[config.mk]
export PLATFORM = sky130hd
export DESIGN_NAME = nco_bus_sine
export DESIGN_NICKNAME = d
export VERILOG_FILES = /design/src/rtl/nco_pkg.sv /design/src/rtl/nco_regs.sv /design/src/rtl/nco_phase.sv /design/src/rtl/nco_sine_rom.sv /design/src/rtl/nco_scale.sv /design/src/rtl/nco_bus_sine.sv
export SDC_FILE = /design/constraint.sdc
export NUM_CORES = 1
export LEC_CHECK = 0
export BUFFER_PORTS_ARGS = -buffer_cell sky130_fd_sc_hd__buf_2
export CORE_MARGIN = 5
export CORE_UTILIZATION = 40
export CTS_CLUSTER_SIZE = 20
export DETAILED_ROUTE_END_ITERATION = 10
export PLACE_DENSITY = 0.58
export SLEW_MARGIN = 20
export SYNTH_ARGS = -nofsm -noshare
export SYNTH_HDL_FRONTEND = slang
export SYNTH_SLANG_ARGS = --single-unit
[constraint.sdc]
create_clock -name clk -period 7.05 [get_ports clk]
set_clock_uncertainty 0.1 [all_clocks]
set_input_delay 1.41 -clock clk [delete_from_list [all_inputs] [get_ports clk]]
set_output_delay 1.41 -clock clk [all_outputs]
set_load 0.1 [all_outputs]
[src/rtl/nco_pkg.sv]
// nco_pkg: shared constants, register select type and the constant
// functions that build the sine table at elaboration time.
// Assumes: table depth is a multiple of four (quarter-wave symmetry).
package nco_pkg;

    localparam int DEC_W = 20;

    localparam logic [DEC_W-1:0] OFS_STEP = 20'h10004;
    localparam logic [DEC_W-1:0] OFS_GAIN = 20'h10008;
    localparam logic [DEC_W-1:0] OFS_BIAS = 20'h1000C;

    localparam logic [31:0] ID_WORD = 32'hFE002020;

    typedef enum logic [1:0] {
        SEL_NONE,
        SEL_STEP,
        SEL_GAIN,
        SEL_BIAS
    } reg_sel_e;

    // pi scaled by 2^30
    localparam longint PI_Q30 = 64'sd3373259426;

    // Rounded peak*sin(pi/2 * k/qn) for 0 <= k <= qn, using a Q30 Taylor series
    function automatic longint quarter_sine(int k, int qn, longint peak);
        longint x;
        longint x2;
        longint term;
        longint sum;
        x    = (PI_Q30 * longint'(k)) / longint'(2 * qn);
        x2   = (x * x) >>> 30;
        term = x;
        sum  = x;
        for (int n = 1; n <= 8; n++) begin
            term = -((term * x2) >>> 30) / longint'((2 * n) * (2 * n + 1));
            sum  = sum + term;
        end
        return (peak * sum + (64'sd1 <<< 29)) >>> 30;
    endfunction

    // Full-period table entry derived from the quarter wave
    function automatic int sine_entry(int idx, int depth, int width);
        int     qn;
        int     quad;
        int     k;
        longint peak;
        longint v;
        qn   = depth / 4;
        quad = idx / qn;
        k    = idx % qn;
        peak = (64'sd1 <<< (width - 1)) - 64'sd1;
        case (quad)
            0:       v =  quarter_sine(k, qn, peak);
            1:       v =  quarter_sine(qn - k, qn, peak);
            2:       v = -quarter_sine(k, qn, peak);
            default: v = -quarter_sine(qn - k, qn, peak);
        endcase
        return int'(v);
    endfunction

endpackage

[src/rtl/nco_regs.sv]
// nco_regs: register port. Decodes the low address bits, holds the step,
// gain and offset registers, answers reads one cycle after the enable and
// returns the identification word for every unmapped address.
// Assumes: enables are single-cycle pulses; a write and a read in the same
// cycle are both acknowledged by one ack pulse.
module nco_regs #(
    parameter int AW         = 32,
    parameter int DW         = 32,
    parameter int GAIN_W     = 13,
    parameter int GAIN_FRAC  = 12,
    parameter int BIAS_W     = 14
) (
    input  logic                     clk,
    input  logic                     rst_n,
    input  logic [AW-1:0]            addr_i,
    input  logic [DW-1:0]            wdata_i,
    input  logic                     wen_i,
    input  logic                     ren_i,
    output logic [DW-1:0]            rdata_o,
    output logic                     ack_o,
    output logic                     err_o,
    output logic [DW-1:0]            step_o,
    output logic [GAIN_W-1:0]        gain_o,
    output logic signed [BIAS_W-1:0] bias_o
);
    import nco_pkg::*;

    localparam logic [GAIN_W-1:0] GAIN_UNITY = GAIN_W'(1 << GAIN_FRAC);

    reg_sel_e                 sel;
    logic [DW-1:0]            step_q;
    logic [GAIN_W-1:0]        gain_q;
    logic signed [BIAS_W-1:0] bias_q;
    logic [DW-1:0]            read_mux;
    logic                     unused_addr_hi;

    assign unused_addr_hi = ^addr_i[AW-1:DEC_W];

    // Decode the low address bits into a register select
    always_comb begin
        case (addr_i[DEC_W-1:0])
            OFS_STEP: sel = SEL_STEP;
            OFS_GAIN: sel = SEL_GAIN;
            OFS_BIAS: sel = SEL_BIAS;
            default:  sel = SEL_NONE;
        endcase
    end

    // Select read data: register contents or the identification word
    always_comb begin
        case (sel)
            SEL_STEP: read_mux = step_q;
            SEL_GAIN: read_mux = DW'(gain_q);
            SEL_BIAS: read_mux = {{(DW-BIAS_W){bias_q[BIAS_W-1]}}, bias_q};
            default:  read_mux = ID_WORD;
        endcase
    end

    // Capture register writes
    always_ff @(posedge clk) begin
        if (!rst_n) begin
            step_q <= '0;
            gain_q <= GAIN_UNITY;
            bias_q <= '0;
        end else if (wen_i) begin
            case (sel)
                SEL_STEP: step_q <= wdata_i;
                SEL_GAIN: gain_q <= wdata_i[GAIN_W-1:0];
                SEL_BIAS: bias_q <= wdata_i[BIAS_W-1:0];
                default:  ;
            endcase
        end
    end

    // Acknowledge each access one cycle later and register read data
    always_ff @(posedge clk) begin
        if (!rst_n) begin
            ack_o   <= 1'b0;
            rdata_o <= '0;
        end else begin
            ack_o <= wen_i | ren_i;
            if (ren_i) begin
                rdata_o <= read_mux;
            end
        end
    end

    assign err_o  = 1'b0;
    assign step_o = step_q;
    assign gain_o = gain_q;
    assign bias_o = bias_q;

    p_ack_after_req_r8: assert property (@(posedge clk) disable iff (!rst_n)
        (wen_i || ren_i) |=> ack_o);

    p_no_idle_ack_r8: assert property (@(posedge clk) disable iff (!rst_n)
        !(wen_i || ren_i) |=> !ack_o);

    p_step_hold_r5: assert property (@(posedge clk) disable iff (!rst_n)
        !(wen_i && sel == SEL_STEP) |=> $stable(step_q));

endmodule

[src/rtl/nco_phase.sv]
// nco_phase: phase accumulator. Adds the step on every clock, wraps at
// 2^ACC_W and exposes the top IDX_W bits as the table index.
// Assumes: the step is already truncated to ACC_W bits by the caller.
module nco_phase #(
    parameter int ACC_W = 24,
    parameter int IDX_W = 8
) (
    input  logic             clk,
    input  logic             rst_n,
    input  logic [ACC_W-1:0] step_i,
    output logic [IDX_W-1:0] idx_o
);
    logic [ACC_W-1:0] acc_q;

    // Advance the phase by the step, wrapping naturally
    always_ff @(posedge clk) begin
        if (!rst_n) begin
            acc_q <= '0;
        end else begin
            acc_q <= acc_q + step_i;
        end
    end

    assign idx_o = acc_q[ACC_W-1 -: IDX_W];

    p_zero_step_frozen_r1: assert property (@(posedge clk) disable iff (!rst_n)
        (step_i == '0) |=> $stable(acc_q));

endmodule

[src/rtl/nco_sine_rom.sv]
// nco_sine_rom: one full sine period, computed at elaboration, read
// through an output register (first pipeline stage).
// Assumes: DEPTH = 2^IDX_W and DEPTH is a multiple of four.
module nco_sine_rom #(
    parameter int IDX_W = 8,
    parameter int DW    = 10
) (
    input  logic                 clk,
    input  logic                 rst_n,
    input  logic [IDX_W-1:0]     idx_i,
    output logic signed [DW-1:0] sample_o
);
    localparam int DEPTH   = 1 << IDX_W;
    localparam int QUARTER = DEPTH / 4;
    localparam logic signed [DW-1:0] PEAK = DW'((1 << (DW - 1)) - 1);

    logic signed [DW-1:0] lut [DEPTH];

    for (genvar g = 0; g < DEPTH; g++) begin : g_entry
        localparam logic signed [DW-1:0] ENTRY = DW'(nco_pkg::sine_entry(g, DEPTH, DW));
        assign lut[g] = ENTRY;
    end

    // Register the addressed table sample
    always_ff @(posedge clk) begin
        if (!rst_n) begin
            sample_o <= '0;
        end else begin
            sample_o <= lut[idx_i];
        end
    end

    p_rom_origin_r2: assert property (@(posedge clk) disable iff (!rst_n)
        (idx_i == '0) |=> (sample_o == '0));

    p_rom_crest_r2: assert property (@(posedge clk) disable iff (!rst_n)
        (idx_i == IDX_W'(QUARTER)) |=> (sample_o == PEAK));

endmodule

[src/rtl/nco_scale.sv]
// nco_scale: gain, offset and clipping (second pipeline stage). Widens the
// sample to the output width, multiplies by an unsigned fixed-point gain,
// floors by GAIN_FRAC bits, adds a signed offset and clips to OUT_W bits.
// Assumes: OUT_W > IN_W and BIAS_W <= OUT_W.
module nco_scale #(
    parameter int IN_W      = 10,
    parameter int OUT_W     = 14,
    parameter int GAIN_W    = 13,
    parameter int GAIN_FRAC = 12,
    parameter int BIAS_W    = 14
) (
    input  logic                     clk,
    input  logic                     rst_n,
    input  logic signed [IN_W-1:0]   sample_i,
    input  logic [GAIN_W-1:0]        gain_i,
    input  logic signed [BIAS_W-1:0] bias_i,
    output logic signed [OUT_W-1:0]  dac_o
);
    localparam int SH    = OUT_W - IN_W;
    localparam int PW    = OUT_W + GAIN_W + 1;
    localparam int MAX_I = (1 << (OUT_W - 1)) - 1;
    localparam int MIN_I = -(1 << (OUT_W - 1));

    logic signed [PW-1:0]  widened;
    logic signed [PW-1:0]  gain_s;
    logic signed [PW-1:0]  product;
    logic signed [PW-1:0]  scaled;
    logic signed [PW:0]    summed;
    logic signed [OUT_W-1:0] clipped;

    // Scale, shift and offset the sample in full width
    always_comb begin
        widened = PW'(sample_i) <<< SH;
        gain_s  = PW'($signed({1'b0, gain_i}));
        product = widened * gain_s;
        scaled  = product >>> GAIN_FRAC;
        summed  = (PW+1)'(scaled) + (PW+1)'(bias_i);
    end

    // Clip the sum to the signed output range
    always_comb begin
        if (summed > (PW+1)'(MAX_I)) begin
            clipped = OUT_W'(MAX_I);
        end else if (summed < (PW+1)'(MIN_I)) begin
            clipped = OUT_W'(MIN_I);
        end else begin
            clipped = summed[OUT_W-1:0];
        end
    end

    // Register the DAC sample
    always_ff @(posedge clk) begin
        if (!rst_n) begin
            dac_o <= '0;
        end else begin
            dac_o <= clipped;
        end
    end

    p_zero_gain_passes_bias_r3: assert property (@(posedge clk) disable iff (!rst_n)
        (gain_i == '0) |=> (dac_o == OUT_W'($past(bias_i))));

endmodule

[src/rtl/nco_bus_sine.sv]
// nco_bus_sine: top level. Register port feeds the phase accumulator, the
// table and the gain/offset stage; the index-to-output latency is two clocks.
// Assumes: single clock domain, synchronous active-low reset.
module nco_bus_sine #(
    parameter int ACC_W     = 24,
    parameter int IDX_W     = 8,
    parameter int LUT_W     = 10,
    parameter int OUT_W     = 14,
    parameter int GAIN_W    = 13,
    parameter int GAIN_FRAC = 12,
    parameter int BUS_AW    = 32,
    parameter int BUS_DW    = 32
) (
    input  logic                    clk,
    input  logic                    rst_n,
    input  logic [BUS_AW-1:0]       bus_addr,
    input  logic [BUS_DW-1:0]       bus_wdata,
    input  logic                    bus_wen,
    input  logic                    bus_ren,
    output logic [BUS_DW-1:0]       bus_rdata,
    output logic                    bus_ack,
    output logic                    bus_err,
    output logic signed [OUT_W-1:0] dac_out,
    output logic [IDX_W-1:0]        lut_index
);
    logic [BUS_DW-1:0]       step_reg;
    logic [GAIN_W-1:0]       gain_reg;
    logic signed [OUT_W-1:0] bias_reg;
    logic signed [LUT_W-1:0] sample;
    logic                    unused_step_hi;

    assign unused_step_hi = ^step_reg[BUS_DW-1:ACC_W];

    nco_regs #(
        .AW        (BUS_AW),
        .DW        (BUS_DW),
        .GAIN_W    (GAIN_W),
        .GAIN_FRAC (GAIN_FRAC),
        .BIAS_W    (OUT_W)
    ) u_regs (
        .clk     (clk),
        .rst_n   (rst_n),
        .addr_i  (bus_addr),
        .wdata_i (bus_wdata),
        .wen_i   (bus_wen),
        .ren_i   (bus_ren),
        .rdata_o (bus_rdata),
        .ack_o   (bus_ack),
        .err_o   (bus_err),
        .step_o  (step_reg),
        .gain_o  (gain_reg),
        .bias_o  (bias_reg)
    );

    nco_phase #(
        .ACC_W (ACC_W),
        .IDX_W (IDX_W)
    ) u_phase (
        .clk    (clk),
        .rst_n  (rst_n),
        .step_i (step_reg[ACC_W-1:0]),
        .idx_o  (lut_index)
    );

    nco_sine_rom #(
        .IDX_W (IDX_W),
        .DW    (LUT_W)
    ) u_rom (
        .clk      (clk),
        .rst_n    (rst_n),
        .idx_i    (lut_index),
        .sample_o (sample)
    );

    nco_scale #(
        .IN_W      (LUT_W),
        .OUT_W     (OUT_W),
        .GAIN_W    (GAIN_W),
        .GAIN_FRAC (GAIN_FRAC),
        .BIAS_W    (OUT_W)
    ) u_scale (
        .clk      (clk),
        .rst_n    (rst_n),
        .sample_i (sample),
        .gain_i   (gain_reg),
        .bias_i   (bias_reg),
        .dac_o    (dac_out)
    );

    p_err_quiet_r8: assert property (@(posedge clk) disable iff (!rst_n)
        $rose(bus_ack) |-> !bus_err);

endmodule

==> results.md, run 1 <==
* Final hold vios at 0
* Final #Nets at 2151
* Top_reg_cell synth: dfxtp_1
* Site Rows at 67
* Post-route clock period utilization at 96.8%
* Area after DPL at 15000 um2
* Via count at 12400
* Reg2reg path depth at 28
* Slew margin rel. at 35.7%
* Cells after Synth at 1729
* Synthesis Warnings at 0
* Seq/Total Area, Yosys at 20.8%
* Power Dens Cells at 118 nW/um2
* First-pass GRT wire length at 63300 um
* GRT Total Usage at 20.1%
* Crit Path Class: flop to flop
* Slew Limit Fails at 0
* CP Capture Point: u_scale.dac_o[2]
* Final GP Congestion at 0.919
* CP Launch Type: flop
* I/O Pins at 124
* Top cell type's share of synthesized area at 20.8%
* Unrepaired setup endpoints after global routing: true
* CP Max Fanout at 7
* Root buf cell: clkbuf_16
* Post-CTS Hold Buffers at 0
* Die area at 37400 um2
* Vias per inst at 5.34
* Placed cell count at 2287
* Netlist Area Pre-Place at 13500 um2
* Flop-to-flop setup slack at 0.23 ns
* Initial antenna violation count at 1
* WHS at 0.355 ns
* Max VDD drop at 175 uV
* Launch point of the worst reg-to-reg path: u_rom.sample_o[5]
* Fillers at 3345
* Die height at 193 um
* Synth cell count leaders: nand2_1, inv_1, a21oi_1
* IO Port Bufs at 110
* Dominant cell by count in the synthesized netlist: nand2_1
* Worst endpoint required time at 7.32 ns
* Drt total wl at 38500 um
* Ys async rst share at 0%
* Initial core utilization at 40.3%
* Worst-margin pin slew at 0.965 ns
* Vias in the first global route at 12300
* Layout area overhead at 19.2%
* DRT Pass-1 Iters at 6
* Final setup violation count at 0
* FMAX at 0.147 GHz
* Pleak at 7.44 nW
* Crit-path slowest cell: fa_1
* Crit path from: u_rom.sample_o[5]
* Number of synthesized register bits at 140
* WL/cell at 16.5 um
* Tmin final at 6.82 ns
* Total CTS buffers at 17
* R2R Path End: u_scale.dac_o[2]
* Post-synth cell types at 76
* Die Span X at 193 um
* Hold_sp: u_regs.step_o[31]
* Clock sinks at 140
* Gr ovfl total at 0
* DR iter-0 viols at 978
* Core ar. at 33400 um2
* CTS Buffer Depth at 2
* Largest net degree at the start of global routing at 100
* Post-synth EDFFs at 0
* CP arrival at 7.09 ns
* DRC violation count after routing at 0
* CTS tree: yes
* Synth area leaders: dfxtp_1, fa_1, ha_1
* Multi-input logic area at 9800 um2
* Net Count, Synth at 2010
* Hold Path Class: flop to flop
* Detail Route Antenna Nets at 0
* Final std cells w/o fill at 2332
* H-tree levels at 4
* Yosys top cell by area: dfxtp_1
* Crit end category: flop
* FF/Latch Area at 2850 um2
* CP peak stage delay at 0.54 ns
* Post-route cell area at 16000 um2
* Avg Cell Area, Syn at 7.78 um2
* Clk pin slew, worst setup/hold paths at 0.07 ns
* Share of cells above drive strength 1 at 20.2%
* Clock Latency Late Sink at 0.42 ns
* Max_cap viols at 0
* Hpwl dp at 28700 um
* Status: finished, final reports clean
* Most used cell along the critical path: fa_1
## placed cells by master, fill, tap and decap left out, types with 17 or more instances in the layout
| master | instances |
|---|---|
| and2_1 | 80 |
| a21oi_1 | 154 |
| ha_1 | 116 |
| inv_1 | 160 |
| fa_1 | 87 |
| buf_4 | 120 |
| o21ai_0 | 84 |
| a21o_1 | 28 |
| nand3_1 | 21 |
| dfxtp_1 | 119 |
| clkbuf_16 | 17 |
| nand2_1 | 263 |
| xnor2_1 | 25 |
| o22ai_1 | 26 |
| buf_2 | 110 |
| nor3_1 | 24 |
| nand2b_1 | 22 |
| nor2_1 | 106 |
## layer usage
layer | vias to the layer above | share of wire, % | global-route usage [%]
met4 | 0 | 2.1 | 5.19
met3 | 63 | 4.2 | 2.77
met2 | 320 | 49 | 34.5
met5 | - | 0 | 0
met1 | 5951 | 45 | 26.9
li1 | 6110 | - | -
## how the worst min path moves through the flow
stage / to / slack (ns) / cells after the start
5_1_grt: u_regs.rdata_o[31] / 0.36 / 2
3_5_place_dp: u_regs.rdata_o[31] / 0.35 / 2
6_report: u_regs.rdata_o[31] / 0.36 / 2
2_1_floorplan: u_regs.rdata_o[25] / 0.33 / 2
4_1_cts: u_regs.rdata_o[31] / 0.35 / 2
3_3_place_gp: u_regs.rdata_o[31] / 0.34 / 2
## timing repair
item	CTS	global route
gates cloned	1	0
pin swaps	10	59
setup buffers	6	5
setup endpoints to repair	13	13
gates resized for setup	38	65
## stage by stage
stage	power (mW)	utilization, %	TNS [ns]	setup slack [ns]
after CTS	1.90	47.1	0	0.00546
after global placement	1.02	44.9	-2.09	-0.257
after global routing	1.96	48.1	-0.397	-0.0610
after floorplan	0.954	-	0	0.135
final	1.89	48.1	0	0.226
after detailed placement	1.03	44.9	-2.90	-0.313
## flip-flops by register name (all words and copies together), names as in the netlist
register        count
u_phase.acc_q      24
u_regs.ack_o        1
u_regs.bias_o      14
u_regs.gain_o      13
u_regs.rdata_o     32
u_regs.step_o      32
u_rom.sample_o     10
u_scale.dac_o      14
## logic make-up (layout without fill, tap and decap cells)
family | Yosys count | in the layout | synth area share, %
simple gates | 584 | 584 | 19.9
compound gates | 435 | 435 | 20.5
buf+inv | 290 | 444 | 8.59
fa+ha+maj | 213 | 213 | 24.7
flops | 140 | 140 | 20.8
xor+xnor | 41 | 41 | 2.67
mux | 25 | 25 | 2.71
other cells | 1 | 2 | 0.0279
## critical path, delay by kind of cell, from the launching register on
kind            cells  cell delay [ns]
compound gates      8             1.70
xor+xnor            2             0.31
fa+ha+maj           7             3.02
buf+inv             6             0.49
flops               1             0.37
simple gates        5             0.76
## where the power goes
| group | internal (mW) | leakage (nW) | switching, mW | total, mW |
|---|---|---|---|---|
| Sequential | 0.800 | 1.14 | 0.0157 | 0.816 |
| Clock | 0.474 | 0.279 | 0.395 | 0.869 |
| Combinational | 0.0727 | 6.02 | 0.132 | 0.204 |
| Total | 1.35 | 7.44 | 0.543 | 1.89 |
## cell type report
type	count	share of cell area [%]
inverters	170	3.99
repair buffers	242	10.1
clock inverters	14	0.773
well taps	448	3.50
multi-input cells	1299	61.1
flip-flops and latches	140	17.8
diodes	1	0.0156
clock buffers	18	2.74
Power figures use the tool's default switching activity.
==> inputs of run 2 (changes only) <==
--- a/config.mk
+++ b/config.mk
@@ -10,7 +10,7 @@
 export CORE_UTILIZATION = 40
 export CTS_CLUSTER_SIZE = 20
 export DETAILED_ROUTE_END_ITERATION = 10
-export PLACE_DENSITY = 0.58
+export PLACE_DENSITY = 0.55
 export SLEW_MARGIN = 20
 export SYNTH_ARGS = -nofsm -noshare
 export SYNTH_HDL_FRONTEND = slang
==> constraint.sdc (replaced) <==
create_clock -name clk -period 7.8 [get_ports clk]
set_clock_uncertainty 0.1 [all_clocks]
set_input_delay 1.56 -clock clk [delete_from_list [all_inputs] [get_ports clk]]
set_output_delay 1.56 -clock clk [all_outputs]
set_load 0.1 [all_outputs]
==> results.md, run 2 (synthesis results as in run 1) <==
* GRT Total Usage at 20.6% (+0.48 points)
* Total CTS buffers at 17 (unchanged)
* CTS tree: yes
* Final Core Density at 44.9% (-3.1 points)
* Fillers at 3475 (+3.9%)
* IO Port Bufs at 110 (unchanged)
* TNS Setup at 0 ns (unchanged)
* Core ar. at 33400 um2 (unchanged)
* Vias per inst at 5.48 (+2.7%)
* Switch Pwr at 0.485 mW (-11%)
* First-pass GRT wire length at 64100 um (+1.3%)
* Switch share at 28.3% (-0.38 points)
* Most common cell after layout, fill and taps aside: nand2_1
* Root buf cell: clkbuf_16
* Post-CTS Hold Buffers at 0 (unchanged)
* Share of cells above drive strength 1 at 12.8% (-7.4 points)
* Power Dens Cells at 114 nW/um2 (-3.2%)
* Die height at 193 um (unchanged)
* Initial antenna violation count at 4 (+3)
* CP arrival at 7.60 ns (+0.51 ns)
* Hold Path Class: flop to flop
* Most used cell along the critical path: fa_1
* Initial core utilization at 40.3% (unchanged)
* Crit-path slowest cell: fa_1
* Logic pwr share at 9.2% (-1.6 points)
* Crit end category: flop
* CP Launch Type: flop
* Crit Path Class: flop to flop
* I/O Pins at 124 (unchanged)
* Site Rows at 67 (unchanged)
* Gr ovfl total at 0 (unchanged)
* Most frequent cells in the layout: nand2_1, inv_1, a21oi_1
* FMAX at 0.135 GHz (-7.7%)
* Worst-margin pin slew at 0.984 ns (+0.0190 ns)
* Pint at 1.23 mW (-9.0%)
* Final setup violation count at 0 (unchanged)
* Via count at 12300 (-1.3%)
* DRC violation count after routing at 0 (unchanged)
* H-tree levels at 4 (unchanged)
* Clock Latency Late Sink at 0.42 ns (about the same)
* DR iter-0 viols at 873 (-11%)
* WL/cell at 17.8 um (+7.7%)
* Final GP Congestion at 0.906 (-1.5%)
* Status: finished, final reports clean
* Post-route clock period utilization at 94.8% (-2.0 points)
* Die Span X at 193 um (unchanged)
* Clk pin slew, worst setup/hold paths at 0.07 ns (about the same)
* CP peak stage delay at 0.55 ns (about the same)
* Crit path max-delay family: adder cells
* Drt total wl at 39800 um (+3.5%)
* Max VDD drop at 183 uV (+4.5%)
* Final hold vios at 0 (unchanged)
* Seq pwr share at 43.5% (+0.3 points)
* Die area at 37400 um2 (unchanged)
* Worst endpoint required time at 8.00 ns (+0.68 ns)
* DRT Pass-1 Iters at 7 (+1)
* Max_cap viols at 0 (unchanged)
* Vias in the first global route at 11800 (-3.7%)
* Hpwl dp at 29600 um (+3.0%)
* Pleak at 6.94 nW (-6.8%)
* Slew margin rel. at 34.1% (-1.6 points)
* CP Max Fanout at 13 (+6)
* Clock sinks at 140 (unchanged)
* Layout area overhead at 11.4%
* Final #Nets at 2059 (-4.3%)
* CP bufs+invs at 5 (-1)
* Unrepaired setup endpoints after global routing: false
* CTS Buffer Depth at 2 (unchanged)
* Tmin final at 7.39 ns (+0.567 ns)
* Detail Route Antenna Nets at 0 (unchanged)
* Clock Power Share at 47.3% (+1.3 points)
* Slew Limit Fails at 0 (unchanged)
* Largest net degree at the start of global routing at 97 (-3.0%)
-- run 2: cell types whose count changed in the layout (fill, tap and decap cells not counted), sizes merged --
cell | before | now
inv | 177 | 178
clkinv | 6 | 3
bufinv | 0 | 1
clkinvlp | 1 | 2
diode | 1 | 4
buf | 242 | 150
-- run 2: path summary, 6_finish.rpt --
kind / cells after the start / endpoint / startpoint / slack (ns)
hold / removal: 2 / u_regs.step_o[31] / u_regs.step_o[31] / 0.36
hold reg to reg: 2 / u_regs.step_o[31] / u_regs.step_o[31] / 0.36
setup reg to reg: 28 / u_scale.dac_o[2] / u_rom.sample_o[6] / 0.41
setup / recovery: 28 / u_scale.dac_o[2] / u_rom.sample_o[6] / 0.41
-- run 2: final cells by class --
class                      instances  area (um2)  area share [%]
clock inverter                    14         151            1.01
sequential                       140        2820            18.8
inverter                         170         638            4.26
clock buffer                      18         429            2.86
antenna                            4        10.0          0.0668
multi-input combinational       1299        9520            63.5
tap                              448         561            3.74
timing repair buffer             150         863            5.76
-- run 2: metrics by stage --
step	power, mW	instance area [um2]	setup WS, ns	hold WS, ns	std cells
CTS	1.72	15000	0.0955	0.357	2238
finish	1.71	15000	0.409	0.357	2243
floorplan	0.862	13500	0.885	0.335	1729
detailed placement	0.915	14400	0.128	0.346	2206
global route	1.77	15000	0.0450	0.373	2243
global placement	0.915	14400	0.231	0.342	2206
-- run 2: worst register-to-register path, delay by kind of cell, from the launching register on --
kind            cells  cell delay (ns)
buf+inv             5             0.39
compound gates     10             1.80
simple gates        4             0.97
flops               1             0.43
xor+xnor            2             0.46
fa+ha+maj           7             3.16
-- run 2: power by group through the flow --
stage	Sequential (mW)	Clock, mW	Combinational, mW
after global routing	0.746	0.860	0.169
after detailed placement	0.760	0	0.156
after floorplan	0.784	0	0.0784
final	0.745	0.809	0.157
after global placement	0.760	0	0.155
after CTS	0.743	0.823	0.157
-- run 2: routing by layer --
metal / global-route usage, % / vias to the layer above / part of all wire (%)
met5: 0 / - / 0
met4: 5.43 / 0 / 2.1
met3: 2.70 / 46 / 5.3
met2: 34.1 / 387 / 48
met1: 28.6 / 5920 / 45
li1: - / 5934 / -
-- run 2: timing repair --
| item | in CTS | in global routing |
|---|---|---|
| resized for setup | 0 | 9 |
| buffers inserted | 0 | 1 |
| setup endpoints to repair | 0 | 13 |
